==> config.mk <==
export PLATFORM = sky130hd
export DESIGN_NAME = tmr_regif
export DESIGN_NICKNAME = d
export VERILOG_FILES = /design/src/rtl/tmr_regif_pkg.sv /design/src/rtl/tmr_bus_sync.sv /design/src/rtl/tmr_cmd_decode.sv /design/src/rtl/tmr_chan_regs.sv /design/src/rtl/tmr_regif.sv
export SDC_FILE = /design/constraint.sdc
export NUM_CORES = 1
export LEC_CHECK = 0
export BUFFER_PORTS_ARGS = -buffer_cell sky130_fd_sc_hd__buf_2
export CORE_MARGIN = 3
export CORE_UTILIZATION = 60
export DETAILED_ROUTE_END_ITERATION = 8
export PLACE_DENSITY = 0.89
export SLEW_MARGIN = 15
export SYNTH_ARGS = -nofsm -noshare
export SYNTH_HDL_FRONTEND = slang
export SYNTH_HIERARCHICAL = 1
export SYNTH_SLANG_ARGS = --single-unit
==> constraint.sdc <==
create_clock -name clk -period 6.05 [get_ports clk]
set_input_delay 0.605 -clock clk [delete_from_list [all_inputs] [get_ports clk]]
set_output_delay 0.605 -clock clk [all_outputs]
set_load 0.05 [all_outputs]
==> src/rtl/tmr_regif_pkg.sv <==
package tmr_regif_pkg;

   typedef enum logic [1:0] {
      FMT_NONE = 2'b00,
      FMT_LO   = 2'b01,
      FMT_HI   = 2'b10,
      FMT_BOTH = 2'b11
   } acc_fmt_e;

   localparam logic [1:0] CMD_ADDR = 2'b11;
   localparam logic [1:0] RB_CODE  = 2'b11;
   localparam int         MODE_W   = 6;

endpackage

==> src/rtl/tmr_bus_sync.sv <==
module tmr_bus_sync #(
   parameter int BYTE_W = 8
) (
   input  logic              clk,
   input  logic              rst_n,
   input  logic              cs_n,
   input  logic              rd_n,
   input  logic              wr_n,
   input  logic [1:0]        addr,
   input  logic [BYTE_W-1:0] wdata,
   output logic              wr_done,
   output logic              rd_done,
   output logic [1:0]        acc_addr,
   output logic [BYTE_W-1:0] acc_data
);

   logic wr_act, rd_act, wr_q, rd_q;

   assign wr_act = ~cs_n & ~wr_n;
   assign rd_act = ~cs_n & ~rd_n;

   always_ff @(posedge clk or negedge rst_n) begin
      if (!rst_n) begin
         wr_q     <= 1'b0;
         rd_q     <= 1'b0;
         acc_addr <= '0;
         acc_data <= '0;
      end else begin
         wr_q <= wr_act;
         rd_q <= rd_act;
         if (wr_act || rd_act) begin
            acc_addr <= addr;
            acc_data <= wdata;
         end
      end
   end

   assign wr_done = wr_q & ~wr_act;
   assign rd_done = rd_q & ~rd_act;

   // a completed access is reported for exactly one cycle
   p_single_done_r12: assert property (@(posedge clk) disable iff (!rst_n)
      wr_done |=> !wr_done);

endmodule

==> src/rtl/tmr_cmd_decode.sv <==
module tmr_cmd_decode
   import tmr_regif_pkg::*;
#(
   parameter int NUM_CH = 3,
   parameter int BYTE_W = 8
) (
   input  logic              clk,
   input  logic              rst_n,
   input  logic              wr_done,
   input  logic              rd_done,
   input  logic [1:0]        acc_addr,
   input  logic [BYTE_W-1:0] acc_data,
   output logic [NUM_CH-1:0] prog,
   output logic [NUM_CH-1:0] latch_cnt,
   output logic [NUM_CH-1:0] latch_sts,
   output logic [NUM_CH-1:0] cnt_wr,
   output logic [NUM_CH-1:0] cnt_rd
);

   logic cmd_wr, is_rb, rb_ok;

   assign cmd_wr = wr_done && (acc_addr == CMD_ADDR);
   assign is_rb  = (acc_data[7:6] == RB_CODE);
   assign rb_ok  = cmd_wr && is_rb && !acc_data[0];

   for (genvar i = 0; i < NUM_CH; i++) begin : g_ch
      logic sel_cw;
      assign sel_cw       = cmd_wr && !is_rb && (acc_data[7:6] == 2'(i));
      assign prog[i]      = sel_cw && (acc_data[5:4] != 2'b00);
      assign latch_cnt[i] = (sel_cw && (acc_data[5:4] == 2'b00)) ||
                            (rb_ok && acc_data[i+1] && !acc_data[5]);
      assign latch_sts[i] = rb_ok && acc_data[i+1] && !acc_data[4];
      assign cnt_wr[i]    = wr_done && (acc_addr == 2'(i));
      assign cnt_rd[i]    = rd_done && (acc_addr == 2'(i));
   end

   // at most one channel is programmed by a command
   p_one_prog_r3: assert property (@(posedge clk) disable iff (!rst_n)
      $onehot0(prog));
   // a count byte and a command never come from the same access
   p_cmd_excl_r2: assert property (@(posedge clk) disable iff (!rst_n)
      (cnt_wr != '0) |-> (prog == '0 && latch_sts == '0));

endmodule

==> src/rtl/tmr_chan_regs.sv <==
module tmr_chan_regs
   import tmr_regif_pkg::*;
#(
   parameter int BYTE_W       = 8,
   parameter bit NULL_ON_PROG = 1'b0,
   localparam int CNT_W       = 2 * BYTE_W
) (
   input  logic              clk,
   input  logic              rst_n,
   input  logic              prog,
   input  logic              latch_cnt,
   input  logic              latch_sts,
   input  logic              cnt_wr,
   input  logic              cnt_rd,
   input  logic [BYTE_W-1:0] din,
   input  logic [CNT_W-1:0]  ce_val,
   input  logic              out_pin,
   input  logic              ce_loaded,
   output logic [MODE_W-1:0] mode,
   output logic [CNT_W-1:0]  cr,
   output logic              newcnt,
   output logic              null_cnt,
   output logic [BYTE_W-1:0] rd_byte
);

   acc_fmt_e            fmt;
   logic                wr_hi, rd_hi, ol_held, sts_held;
   logic [CNT_W-1:0]    ol, cnt_src;
   logic [BYTE_W-1:0]   sts;
   logic                word_done, null_set_prog;

   assign fmt = acc_fmt_e'(mode[5:4]);

   always_comb begin
      word_done = 1'b0;
      if (cnt_wr) begin
         unique case (fmt)
            FMT_LO, FMT_HI: word_done = 1'b1;
            FMT_BOTH:       word_done = wr_hi;
            default:        word_done = 1'b0;
         endcase
      end
   end

   if (NULL_ON_PROG) begin : g_null_prog
      assign null_set_prog = prog;
   end else begin : g_null_keep
      assign null_set_prog = 1'b0;
   end

   always_ff @(posedge clk or negedge rst_n) begin
      if (!rst_n) begin
         mode     <= '0;
         cr       <= '0;
         wr_hi    <= 1'b0;
         rd_hi    <= 1'b0;
         ol_held  <= 1'b0;
         ol       <= '0;
         sts_held <= 1'b0;
         sts      <= '0;
         newcnt   <= 1'b0;
      end else begin
         newcnt <= word_done;
         if (prog) begin
            mode     <= din[MODE_W-1:0];
            cr       <= '0;
            wr_hi    <= 1'b0;
            rd_hi    <= 1'b0;
            ol_held  <= 1'b0;
            sts_held <= 1'b0;
         end else begin
            if (cnt_wr) begin
               unique case (fmt)
                  FMT_LO: cr[BYTE_W-1:0]     <= din;
                  FMT_HI: cr[CNT_W-1:BYTE_W] <= din;
                  FMT_BOTH: begin
                     if (wr_hi) cr[CNT_W-1:BYTE_W] <= din;
                     else       cr[BYTE_W-1:0]     <= din;
                     wr_hi <= ~wr_hi;
                  end
                  default: ;
               endcase
            end
            if (latch_cnt && !ol_held) begin
               ol      <= ce_val;
               ol_held <= 1'b1;
            end
            if (latch_sts && !sts_held) begin
               sts      <= BYTE_W'({out_pin, null_cnt, mode});
               sts_held <= 1'b1;
            end
            if (cnt_rd) begin
               if (sts_held) begin
                  sts_held <= 1'b0;
               end else if (fmt == FMT_BOTH && !rd_hi) begin
                  rd_hi <= 1'b1;
               end else begin
                  rd_hi   <= 1'b0;
                  ol_held <= 1'b0;
               end
            end
         end
      end
   end

   always_ff @(posedge clk or negedge rst_n) begin
      if (!rst_n)                          null_cnt <= 1'b0;
      else if (word_done || null_set_prog) null_cnt <= 1'b1;
      else if (ce_loaded)                  null_cnt <= 1'b0;
   end

   assign cnt_src = ol_held ? ol : ce_val;

   always_comb begin
      if (sts_held)
         rd_byte = sts;
      else if (fmt == FMT_HI || (fmt == FMT_BOTH && rd_hi))
         rd_byte = cnt_src[CNT_W-1:BYTE_W];
      else
         rd_byte = cnt_src[BYTE_W-1:0];
   end

   // the new-count strobe only follows a count byte write
   p_newcnt_src_r4: assert property (@(posedge clk) disable iff (!rst_n)
      newcnt |-> $past(cnt_wr));
   // programming empties the count register
   p_prog_clears_r3: assert property (@(posedge clk) disable iff (!rst_n)
      prog |=> (cr == '0));
   // a load report without a new count clears null-count
   p_null_clear_r5: assert property (@(posedge clk) disable iff (!rst_n)
      (ce_loaded && !cnt_wr && !prog) |=> !null_cnt);
   // a held count stays frozen until read or reprogrammed
   p_ol_frozen_r7: assert property (@(posedge clk) disable iff (!rst_n)
      (ol_held && !cnt_rd && !prog) |=> ($stable(ol) && ol_held));
   // a held status stays frozen until read or reprogrammed
   p_sts_frozen_r9: assert property (@(posedge clk) disable iff (!rst_n)
      (sts_held && !cnt_rd && !prog) |=> $stable(sts));

endmodule

==> src/rtl/tmr_regif.sv <==
module tmr_regif
   import tmr_regif_pkg::*;
#(
   parameter int  NUM_CH       = 3,
   parameter int  BYTE_W       = 8,
   parameter bit  NULL_ON_PROG = 1'b0,
   localparam int CNT_W        = 2 * BYTE_W
) (
   input  logic                     clk,
   input  logic                     rst_n,
   input  logic                     cs_n,
   input  logic                     rd_n,
   input  logic                     wr_n,
   input  logic [1:0]               addr,
   input  logic [BYTE_W-1:0]        wdata,
   output logic [BYTE_W-1:0]        rdata,
   output logic                     rdata_en,
   output logic [NUM_CH*MODE_W-1:0] ch_mode,
   output logic [NUM_CH*CNT_W-1:0]  ch_cr,
   output logic [NUM_CH-1:0]        ch_newcnt,
   output logic [NUM_CH-1:0]        ch_null,
   input  logic [NUM_CH*CNT_W-1:0]  ch_ce,
   input  logic [NUM_CH-1:0]        ch_out,
   input  logic [NUM_CH-1:0]        ch_loaded
);

   if (NUM_CH < 1 || NUM_CH > 3) begin : g_bad_ch
      $error("tmr_regif: NUM_CH must be 1..3");
   end
   if (BYTE_W < 8) begin : g_bad_w
      $error("tmr_regif: BYTE_W must be at least 8");
   end

   logic                          wr_done, rd_done;
   logic [1:0]                    acc_addr;
   logic [BYTE_W-1:0]             acc_data;
   logic [NUM_CH-1:0]             prog, latch_cnt, latch_sts, cnt_wr, cnt_rd;
   logic [NUM_CH-1:0][BYTE_W-1:0] rd_bytes;

   tmr_bus_sync #(.BYTE_W(BYTE_W)) u_sync (
      .clk      (clk),
      .rst_n    (rst_n),
      .cs_n     (cs_n),
      .rd_n     (rd_n),
      .wr_n     (wr_n),
      .addr     (addr),
      .wdata    (wdata),
      .wr_done  (wr_done),
      .rd_done  (rd_done),
      .acc_addr (acc_addr),
      .acc_data (acc_data)
   );

   tmr_cmd_decode #(.NUM_CH(NUM_CH), .BYTE_W(BYTE_W)) u_dec (
      .clk       (clk),
      .rst_n     (rst_n),
      .wr_done   (wr_done),
      .rd_done   (rd_done),
      .acc_addr  (acc_addr),
      .acc_data  (acc_data),
      .prog      (prog),
      .latch_cnt (latch_cnt),
      .latch_sts (latch_sts),
      .cnt_wr    (cnt_wr),
      .cnt_rd    (cnt_rd)
   );

   for (genvar i = 0; i < NUM_CH; i++) begin : g_chan
      tmr_chan_regs #(.BYTE_W(BYTE_W), .NULL_ON_PROG(NULL_ON_PROG)) u_chan (
         .clk       (clk),
         .rst_n     (rst_n),
         .prog      (prog[i]),
         .latch_cnt (latch_cnt[i]),
         .latch_sts (latch_sts[i]),
         .cnt_wr    (cnt_wr[i]),
         .cnt_rd    (cnt_rd[i]),
         .din       (acc_data),
         .ce_val    (ch_ce[i*CNT_W +: CNT_W]),
         .out_pin   (ch_out[i]),
         .ce_loaded (ch_loaded[i]),
         .mode      (ch_mode[i*MODE_W +: MODE_W]),
         .cr        (ch_cr[i*CNT_W +: CNT_W]),
         .newcnt    (ch_newcnt[i]),
         .null_cnt  (ch_null[i]),
         .rd_byte   (rd_bytes[i])
      );
   end

   assign rdata_en = ~cs_n & ~rd_n & (int'(addr) < NUM_CH);

   always_comb begin
      rdata = '0;
      for (int i = 0; i < NUM_CH; i++) begin
         if (rdata_en && addr == 2'(i)) rdata = rd_bytes[i];
      end
   end

   // read data is only qualified while selected and strobed
   p_rden_sel_r1: assert property (@(posedge clk) disable iff (!rst_n)
      rdata_en |-> (!cs_n && !rd_n));
   // a single access completes at most one channel's count
   p_one_newcnt_r4: assert property (@(posedge clk) disable iff (!rst_n)
      $onehot0(ch_newcnt));

endmodule

### After elaboration in Yosys (flattened, before gate mapping)

Index checks and enable logic that the tools add are counted.

| cells by class | value |
|---|---|
| order comparisons | 1 |
| eq/ne operators | 26 |
| muxes and demuxes | 90 |
| bitwise operators | 16 |
| reduce and logical (&&, ||, !) cells | 107 |

Operators by type and width:

| kind | count |
|---|---|
| 2-to-1 mux 16 bit | 9 |
| 2-to-1 mux 8 bit | 15 |
| one-hot mux 8 bit (2 select lines) | 6 |
| 2-to-1 mux 1 bit | 57 |
| logical AND 1 bit | 43 |
| nonzero test 2 bit | 13 |
| AND reduction 2 bit | 12 |
| == test 2 bit (second input constant) | 11 |
| AND reduction 3 bit | 6 |
| nonzero test 3 bit | 6 |
| zero test 1 bit | 13 |
| == test 2 x 1 -> 1 bit (second input constant) | 6 |
| NOT 1 bit | 11 |
| inequality test 3 x 1 -> 1 bit (second input constant) | 3 |
| inequality test 3 x 2 -> 1 bit (second input constant) | 3 |
| zero test 2 bit | 4 |
| logical OR 1 bit | 7 |
| inequality test 2 x 1 -> 1 bit (second input constant) | 3 |
| one-hot mux 1 bit (2 select lines) | 3 |
| OR reduction 2 bit | 3 |
| AND 1 bit | 5 |
| < comparator 2 bit (second input constant) | 1 |

| word-level totals | value |
|---|---|
| bits in registers | 168 |
| word-level logic and storage cells | 277 |

### Depth between registers and ports, before layout

Gate-level depths: netlist of the first run.

| depth | value |
|---|---|
| depth after elaboration | 16 |
| gate-level depth with buffers | 9 |

### Cells and area by module

Netlist of the first run, hierarchy kept.

By module, submodules not included:

| module | times used | cells each | area each (um^2) | sequential area each (um^2) |
|---|---|---|---|---|
| tmr_chan_regs at g_chan[1].u_chan ... | 2 | 160 | 2,422.3 | 1,301.2 |
| tmr_chan_regs at g_chan[0].u_chan | 1 | 181 | 2,511.2 | 1,301.2 |
| tmr_bus_sync | 1 | 27 | 449.2 | 300.3 |
| tmr_cmd_decode | 1 | 30 | 195.2 | 0.0 |
| tmr_regif | 1 | 29 | 191.4 | 0.0 |

### Least setup slack after synthesis of the first run

No wires, ideal clock.

| timing path | value |
|---|---|
| path kind | register -> output |
| from | reg g_chan[0].u_chan.mode[4] |
| to | out rdata[6] |
| arrival | 2.614 ns |
| required time | 5.445 ns |
| slack | 2.831 ns |
| stages on the path, launching flop included | 8 |
| path buffers | 0 |
| path through | dfrtp_1 inv_1 ha_1 a21oi_2 mux4_2 mux2_2 o21ai_1 a2bb2oi_1 |

RTL lines:

| item | RTL line | source |
|---|---|---|
| start: declaration | tmr_chan_regs.sv:19 | `output logic [MODE_W-1:0] mode,` |
| start signal: assignment | tmr_chan_regs.sv:65 | `mode <= din[MODE_W-1:0];` |
| end: declaration | tmr_regif.sv:16 | `output logic [BYTE_W-1:0] rdata,` |

==> qor.csv, run 1 <==
metric,value,unit
drive_above_1_share,52.34,%
wl_per_cell,20.56,µm
p_total,4.732,mW
die_h,122.8,µm
dp_hpwl,13.55,mm
core-area,0.01330,mm²
worst-r2r-setup-slack,3.29,ns
synth_edf_count,0,
vias,5528,
grt_pass1_wl,29.45,mm
gp_congestion,0.8118,
crit_required,5.44,ns
clock_path_buffers,2,
rsz0062_at_grt,false,
dieArea,0.01509,mm²
initial_utilization,61.61,%
tightest_slew,0.9643,ns
layout.nets,816,
setup_viol,0,
timing.max_slew.rel_slack,35.71,%
globalRouteOverflowTotal,0,
ioPinCount,150,
placement.io_buffers,149,
final_cell_area,0.009746,mm²
postCtsResizedCells,0,
fin_worst_skew,0.008900,ns
synth_top_cells_by_area,"dfrtp_1, mux2_2, mux4_2",
worstReg2RegStart,u_sync/acc_data[4],
ys_types,46,
p_leak,4.690,nW
critPathMaxFanout,8,
numCtsBuffers,17,
postRouteAntennaNets,0,
setup_tns,0,ns
finalCriticalPeriod,3.528,ns
grt_use_total,26.01,%
yosysTopAreaCell,dfrtp_1,
viasPerCell,5.989,
arrival,2.92,ns
status,finished clean,
syn_area_per_cell,13.96,µm²
postSynth.asyncResetShare,100.0,%
synth_common_cells,"dfrtp_1, mux2_2, inv_1",
placed_area,0.009054,mm²
fin_ws,2.522,ns
route.detailed.drc,0,
r2r-end,g_chan[2].u_chan/ol[15],
cell_internal_pwr,2.828,mW
syn_area,0.008192,mm²
clockPowerShare,26.1,%
finalMaxSlewViolations,0,
path_cells,ha_1 -> a21oi_2 -> mux4_2 -> mux2_2 -> o21ai_0 -> a2bb2oi_1 -> buf_2,
clockRootBuffer,clkbuf_16,
place_ws,2.863,ns
critPathLaunchType,flop,
p_per_area,485.5,mW/mm²
hp-class,input port to async pin,
vdd_drop_max,220.5,µV
yosysSeqAreaShare,51.32,%
cts_tree,yes,
r2r_cells,5,
yosysMostFrequentCell,dfrtp_1,
cpPeakStageDelay,0.47,ns
diodes,0,
area_growth,18.97,%
drt_iter0_markers,350,
firstDrtPassIters,4,
syn_nets,669,
antenna_found_initial,0,
p_seq_share,35.4,%
clk_pin_slew_worst_paths,0.06,ns
synth-main-ff-cell,dfrtp_1,
holdBufCountCts,0,
syn_inst,587,
worst-setup-path-type,flop to output pin,
insertion_delay,0.43,ns
hold_viol,0,
p_comb_share,38.5,%
yosys_warnings,6,
die_width,122.8,µm
post-route-period-util,58.31,%
h-tree-depth,4,
slowest_stage,a21oi_2,
clock_sinks,168,
endpoint_kind,output pin,
fillCellCount,861,
post_cts_buffers,0,
fmax,283.5,MHz
yosys_register_bits,168,
rows,42,
synth_top_area_share,51.32,%
wl,18.97,mm
maxCapViolations,0,
grt_max_degree,110,
power_switching,1.903,mW
grt_pass1_vias,5528,
stdcell_count,923,
dp_cells,891,
swShare,40.23,%
## final cells by class
cell class	count	area [µm²]	area share [%]
Clock inverter	14	246.5	2.529
Timing Repair Buffer	153	782.0	8.024
Inverter	26	97.59	1.001
Tap cell	176	220.2	2.260
Sequential cell	168	4204	43.14
Multi-Input combinational cell	368	3756	38.54
Clock buffer	18	439.2	4.506
## state kept, by name (all words and copies together) (netlist names), 8 cells and up
name / count
g_chan.u_chan/ol: 48
g_chan.u_chan/mode: 18
u_sync/acc_data: 8
g_chan.u_chan/sts: 24
g_chan.u_chan/cr: 48
## kinds of logic (layout without fill, tap and decap cells)
group                      count (synthesis)  in the layout  synth area share (%)
xor gates and xnor gates                   3              3                0.3208
muxes                                    180            180                 28.09
adders and majority gates                 13             13                 1.986
DFF                                      168            168                 51.32
buffers and inverters                     51            211                 3.146
and+or+nand+nor                           94             94                 7.622
AOI/OAI and AO/OA                         78             78                 7.515
## stage by stage
step,hold WS [ns],utilization (%)
4_1_cts,0.3323,73.25
5_1_grt,0.3624,73.30
3_5_place_dp,0.4740,68.10
6_report,0.3166,73.30
2_1_floorplan,0.3094,-
3_3_place_gp,0.4683,68.10
## layout by cell type (no fill, tap or decap), drive strengths merged, types with 6 or more instances in the layout
master and n:
a21oi 16, nand4 8, o21ai 14, mux4 24, ha 13, o31ai 8, mux2 153, nor2b 23
o2111ai 9, bufinv 6, buf 153, nand2 20, clkbuf 18, o21a 9, nor2 8, a21bo 8
dfrtp 168, nor3b 11, inv 27, a2bb2oi 8
## per-layer routing
layer  vias to the layer above  GRT usage (%)  part of all wire [%]
met3                        24          6.083                   6.4
met5                         -              0                     0
met1                      2842          35.45                    42
met4                         0          9.027                   1.7
li1                       2454              -                     -
met2                       208          41.37                    50
## critical path, delay by kind of cell, from the launching register on
family | cells | cell delay (ns)
muxes | 2 | 0.65
adders and majority gates | 1 | 0.29
AOI/OAI and AO/OA | 3 | 0.87
buffers and inverters | 1 | 0.23
DFF | 1 | 0.45
## how the worst max path moves through the flow
stage	start	to	slack [ns]	cells after the start
6_report	g_chan[0].u_chan/mode[4]	rdata[7]	2.52	7
5_1_grt	g_chan[0].u_chan/mode[4]	rdata[7]	2.36	8
4_1_cts	g_chan[0].u_chan/mode[4]	rdata[7]	2.48	8
3_5_place_dp	cs_n	g_chan[2].u_chan/ol[11]	2.86	7
3_3_place_gp	cs_n	g_chan[2].u_chan/ol[0]	2.96	7
2_1_floorplan	g_chan[0].u_chan/mode[4]	rdata[6]	2.83	7
## power groups by stage
stage / Sequential, mW / Combinational, mW / Clock, mW
floorplan: 2.29 / 0.745 / 0
global placement: 1.66 / 1.77 / 0
detailed placement: 1.69 / 1.82 / 0
CTS: 1.67 / 1.83 / 1.25
global route: 1.71 / 1.92 / 1.31
finish: 1.67 / 1.82 / 1.24
Note: power is estimated with default switching activity, not from simulation.
==> run 2: changes to the inputs <==
--- a/config.mk
+++ b/config.mk
@@ -5,11 +5,12 @@
 export SDC_FILE = /design/constraint.sdc
 export NUM_CORES = 1
 export LEC_CHECK = 0
+export ABC_AREA = 1
 export BUFFER_PORTS_ARGS = -buffer_cell sky130_fd_sc_hd__buf_2
 export CORE_MARGIN = 3
-export CORE_UTILIZATION = 60
+export CORE_UTILIZATION = 57
 export DETAILED_ROUTE_END_ITERATION = 8
-export PLACE_DENSITY = 0.89
+export PLACE_DENSITY = 0.85
 export SLEW_MARGIN = 15
 export SYNTH_ARGS = -nofsm -noshare
 export SYNTH_HDL_FRONTEND = slang
==> constraint.sdc (replaced) <==
create_clock -name clk -period 3.6 [get_ports clk]
set_input_delay 0.36 -clock clk [delete_from_list [all_inputs] [get_ports clk]]
set_output_delay 0.36 -clock clk [all_outputs]
set_load 0.05 [all_outputs]
==> run 2 against run 1 <==
Compared with the run above: the flow now finishes with violations (hold timing); synthesized area grew 6.9%; die area up 12%; clock power is 48% higher; sequential share of layout area is 1.6 points lower.
==> qor.csv, run 2 <==
metric,value,unit,change
status,"finished, violations left",,was finished clean
violations,hold timing,,
yosys_warnings,6,,unchanged
wl_met1,9.948,mm,was 7.989 mm
h-tree-depth,4,,unchanged
final_common_cell,nand2_1,,was dfrtp_1
clk_pin_slew_worst_paths,0.06,ns,about the same
postCtsResizedCells,0,,unchanged
finalMaxSlewViolations,0,,unchanged
wl_met2,10.28,mm,was 9.433 mm
yosysSeqAreaShare,48.01,%,was 51.32%
yosys_register_bits,168,,unchanged
wl,22.48,mm,was 18.97 mm
setup_viol,0,,unchanged
syn_nets,1233,,was 669
clock_sinks,168,,unchanged
tightest_slew,0.8603,ns,was 0.9643 ns
route.detailed.drc,0,,unchanged
synth_common_cells,"nand2_1, dfrtp_1, inv_1",,"was dfrtp_1, mux2_2, inv_1"
initial_utilization,59.35,%,was 61.61%
synth_top_cells_by_area,"dfrtp_1, nand2_1, inv_1",,"was dfrtp_1, mux2_2, mux4_2"
p_per_area,749.8,mW/mm²,was 485.5 mW/mm²
postSynth.asyncResetShare,100.0,%,unchanged
place_ws,0.8883,ns,was 2.863 ns
insertion_delay,0.44,ns,was 0.43 ns
crit_required,3.24,ns,was 5.44 ns
ioPinCount,150,,unchanged
core-area,0.01475,mm²,was 0.01330 mm²
p_leak,5.555,nW,was 4.690 nW
drt_iter0_markers,738,,was 350
hold_viol,5,,was 0
holdBufCountCts,0,,unchanged
p_seq_share,35.3,%,was 35.4%
hp-class,input port to async pin,,unchanged
dr_wl_met3,1.716,mm,was 1.219 mm
finalCriticalPeriod,2.888,ns,
globalRouteOverflowTotal,0,,unchanged
maxCapViolations,0,,unchanged
gp_congestion,0.8829,,was 0.8118
clockPowerShare,24.2,%,was 26.1%
yosysMostFrequentCell,nand2_1,,was dfrtp_1
die_width,129.9,µm,was 122.8 µm
diodes,0,,unchanged
syn_inst,1151,,was 587
fillCellCount,1211,,was 861
timing.max_slew.rel_slack,42.65,%,was 35.71%
final_cell_area,0.01011,mm²,was 0.009746 mm²
numCtsBuffers,17,,unchanged
mostFrequentLayoutCells,"nand2_1, dfrtp_1, buf_2",,"was dfrtp_1, mux2_2, buf_2"
grt_pass1_wl,35.78,mm,was 29.45 mm
dp_hpwl,15.77,mm,was 13.55 mm
fin_worst_skew,0.01201,ns,was 0.008900 ns
yosysTopAreaCell,dfrtp_1,,unchanged
viasPerCell,5.406,,was 5.989
fmax,346.2,MHz,
area_growth,15.50,%,was 18.97%
rows,44,,was 42
placed_area,0.009520,mm²,was 0.009054 mm²
postRouteAntennaNets,0,,unchanged
timing.hold.ws,-0.009786,ns,was 0.3166 ns
top_layer,met4,,unchanged
cell_internal_pwr,4.170,mW,was 2.828 mW
post-route-period-util,80.23,%,
worst-setup-path-type,flop to output pin,,unchanged
layout.nets,1363,,was 816
swShare,45.00,%,was 40.23%
grt_max_degree,96,,was 110
wl_per_cell,15.22,µm,was 20.56 µm
vdd_drop_max,738.1,µV,was 220.5 µV
top_regs,"g_chan.u_chan/cr: 48 flops, g_chan.u_chan/ol: 48 flops, g_chan.u_chan/sts: 24 flops",,unchanged
setup_tns,0,ns,unchanged
critPathLaunchType,flop,,unchanged
drive_above_1_share,18.25,%,was 52.34%
critPathMaxFanout,9,,was 8
grt_pass1_vias,7272,,was 5528
antenna_found_initial,0,,unchanged
synth-main-ff-cell,dfrtp_1,,unchanged
grt_use_total,26.99,%,was 26.01%
vias,7985,,was 5528
placement.io_buffers,149,,unchanged
post_cts_buffers,0,,unchanged
cts_tree,yes,,unchanged
dieArea,0.01688,mm²,was 0.01509 mm²
syn_area,0.008756,mm²,was 0.008192 mm²
synth_top_area_share,48.01,%,was 51.32%
rsz0062_at_grt,false,,unchanged
power_switching,3.413,mW,was 1.903 mW
clockRootBuffer,clkbuf_16,,unchanged
synth_edf_count,0,,unchanged
firstDrtPassIters,5,,was 4
die_h,129.9,µm,was 122.8 µm
clock_path_buffers,2,,unchanged
p_comb_share,40.5,%,was 38.5%
arrival,2.53,ns,was 2.92 ns
fin_ws,0.7117,ns,was 2.522 ns
syn_area_per_cell,7.607,µm²,was 13.96 µm²
endpoint_kind,output pin,,unchanged
ys_types,29,,was 46
==> run 2: changes by cell type after synthesis, moves of 35 or more <==
cell     previous run  this run
mux2_2            149         0
nand3_1             1       106
inv_1              25       146
nand4_1             8        43
o21ai_1             1        74
nand2_1            19       420
==> run 2: stage by stage <==
step	power (mW)	utilization [%]	instances	hold slack (ns)
2_1_floorplan	4.924	-	1151	0.06441
3_3_place_gp	5.680	64.53	1446	0.4522
3_5_place_dp	5.730	64.53	1446	0.4533
4_1_cts	7.596	68.55	1477	0.04486
5_1_grt	7.994	68.55	1477	0.06962
6_report	7.583	68.55	1477	-0.009786
==> run 2: cell families (layout without fill, tap and decap cells) <==
| kind of cell | Yosys count | after routing | share of synthesized area, % |
|---|---|---|---|
| and+or+nand+nor | 647 | 647 | 32.62 |
| DFF | 168 | 168 | 48.01 |
| buffers and inverters | 203 | 345 | 10.15 |
| adders and majority gates | 13 | 13 | 1.858 |
| AOI/OAI and AO/OA | 120 | 120 | 7.359 |
==> run 2: layout make-up <==
cell class | instances | area (µm²) | area share, %
sequential | 168 | 4204 | 41.57
multi-input combinational | 780 | 3674 | 36.32
tap | 184 | 230.2 | 2.276
clock buffer | 25 | 505.5 | 4.998
inverter | 158 | 595.6 | 5.889
clock inverter | 6 | 87.58 | 0.8660
timing repair buffer | 156 | 817.0 | 8.079
==> run 2: power by group through the flow <==
| stage | Combinational, mW | Clock [mW] | Sequential [mW] |
|---|---|---|---|
| 2_1_floorplan | 1.25 | 0 | 3.68 |
| 3_3_place_gp | 3.00 | 0 | 2.68 |
| 3_5_place_dp | 3.04 | 0 | 2.69 |
| 4_1_cts | 3.07 | 1.86 | 2.67 |
| 5_1_grt | 3.33 | 1.93 | 2.73 |
| 6_report | 3.07 | 1.84 | 2.67 |
==> run 2: final timing paths <==
check	cells after the start	endpoint	from	slack [ns]
worst min register to register	2	g_chan[1].u_chan/cr[8]	g_chan[1].u_chan/cr[8]	0.46
worst max register to register	6	g_chan[2].u_chan/ol[10]	u_sync/acc_data[4]	1.07
min in group clk	2	g_chan[0].u_chan/null_cnt	ch_loaded[0]	0.12
worst min-delay path	1	g_chan[2].u_chan/ol[5]	rst_n	-0.01
worst max-delay path	11	rdata[1]	g_chan[2].u_chan/mode[4]	0.71
max in group asynchronous	2	g_chan[2].u_chan/mode[5]	rst_n	2.78
==> run 2: worst max-delay path: stages, from the launching register on <==
cell and delay (ns):
dfrtp_1 0.41, inv_1 0.17, ha_1 0.17, inv_1 0.07, nand2_1 0.33, inv_2 0.14, nand2_1 0.10, nand3_1 0.08
nand2_1 0.11, nand3_1 0.09, nand3_1 0.14, buf_2 0.27
==> run 2: routing by layer <==
layer / up-vias / GRT usage, %
met5: - / 0
met4: 0 / 10.39
met3: 47 / 5.894
met2: 339 / 40.76
met1: 3695 / 38.46
li1: 3904 / -
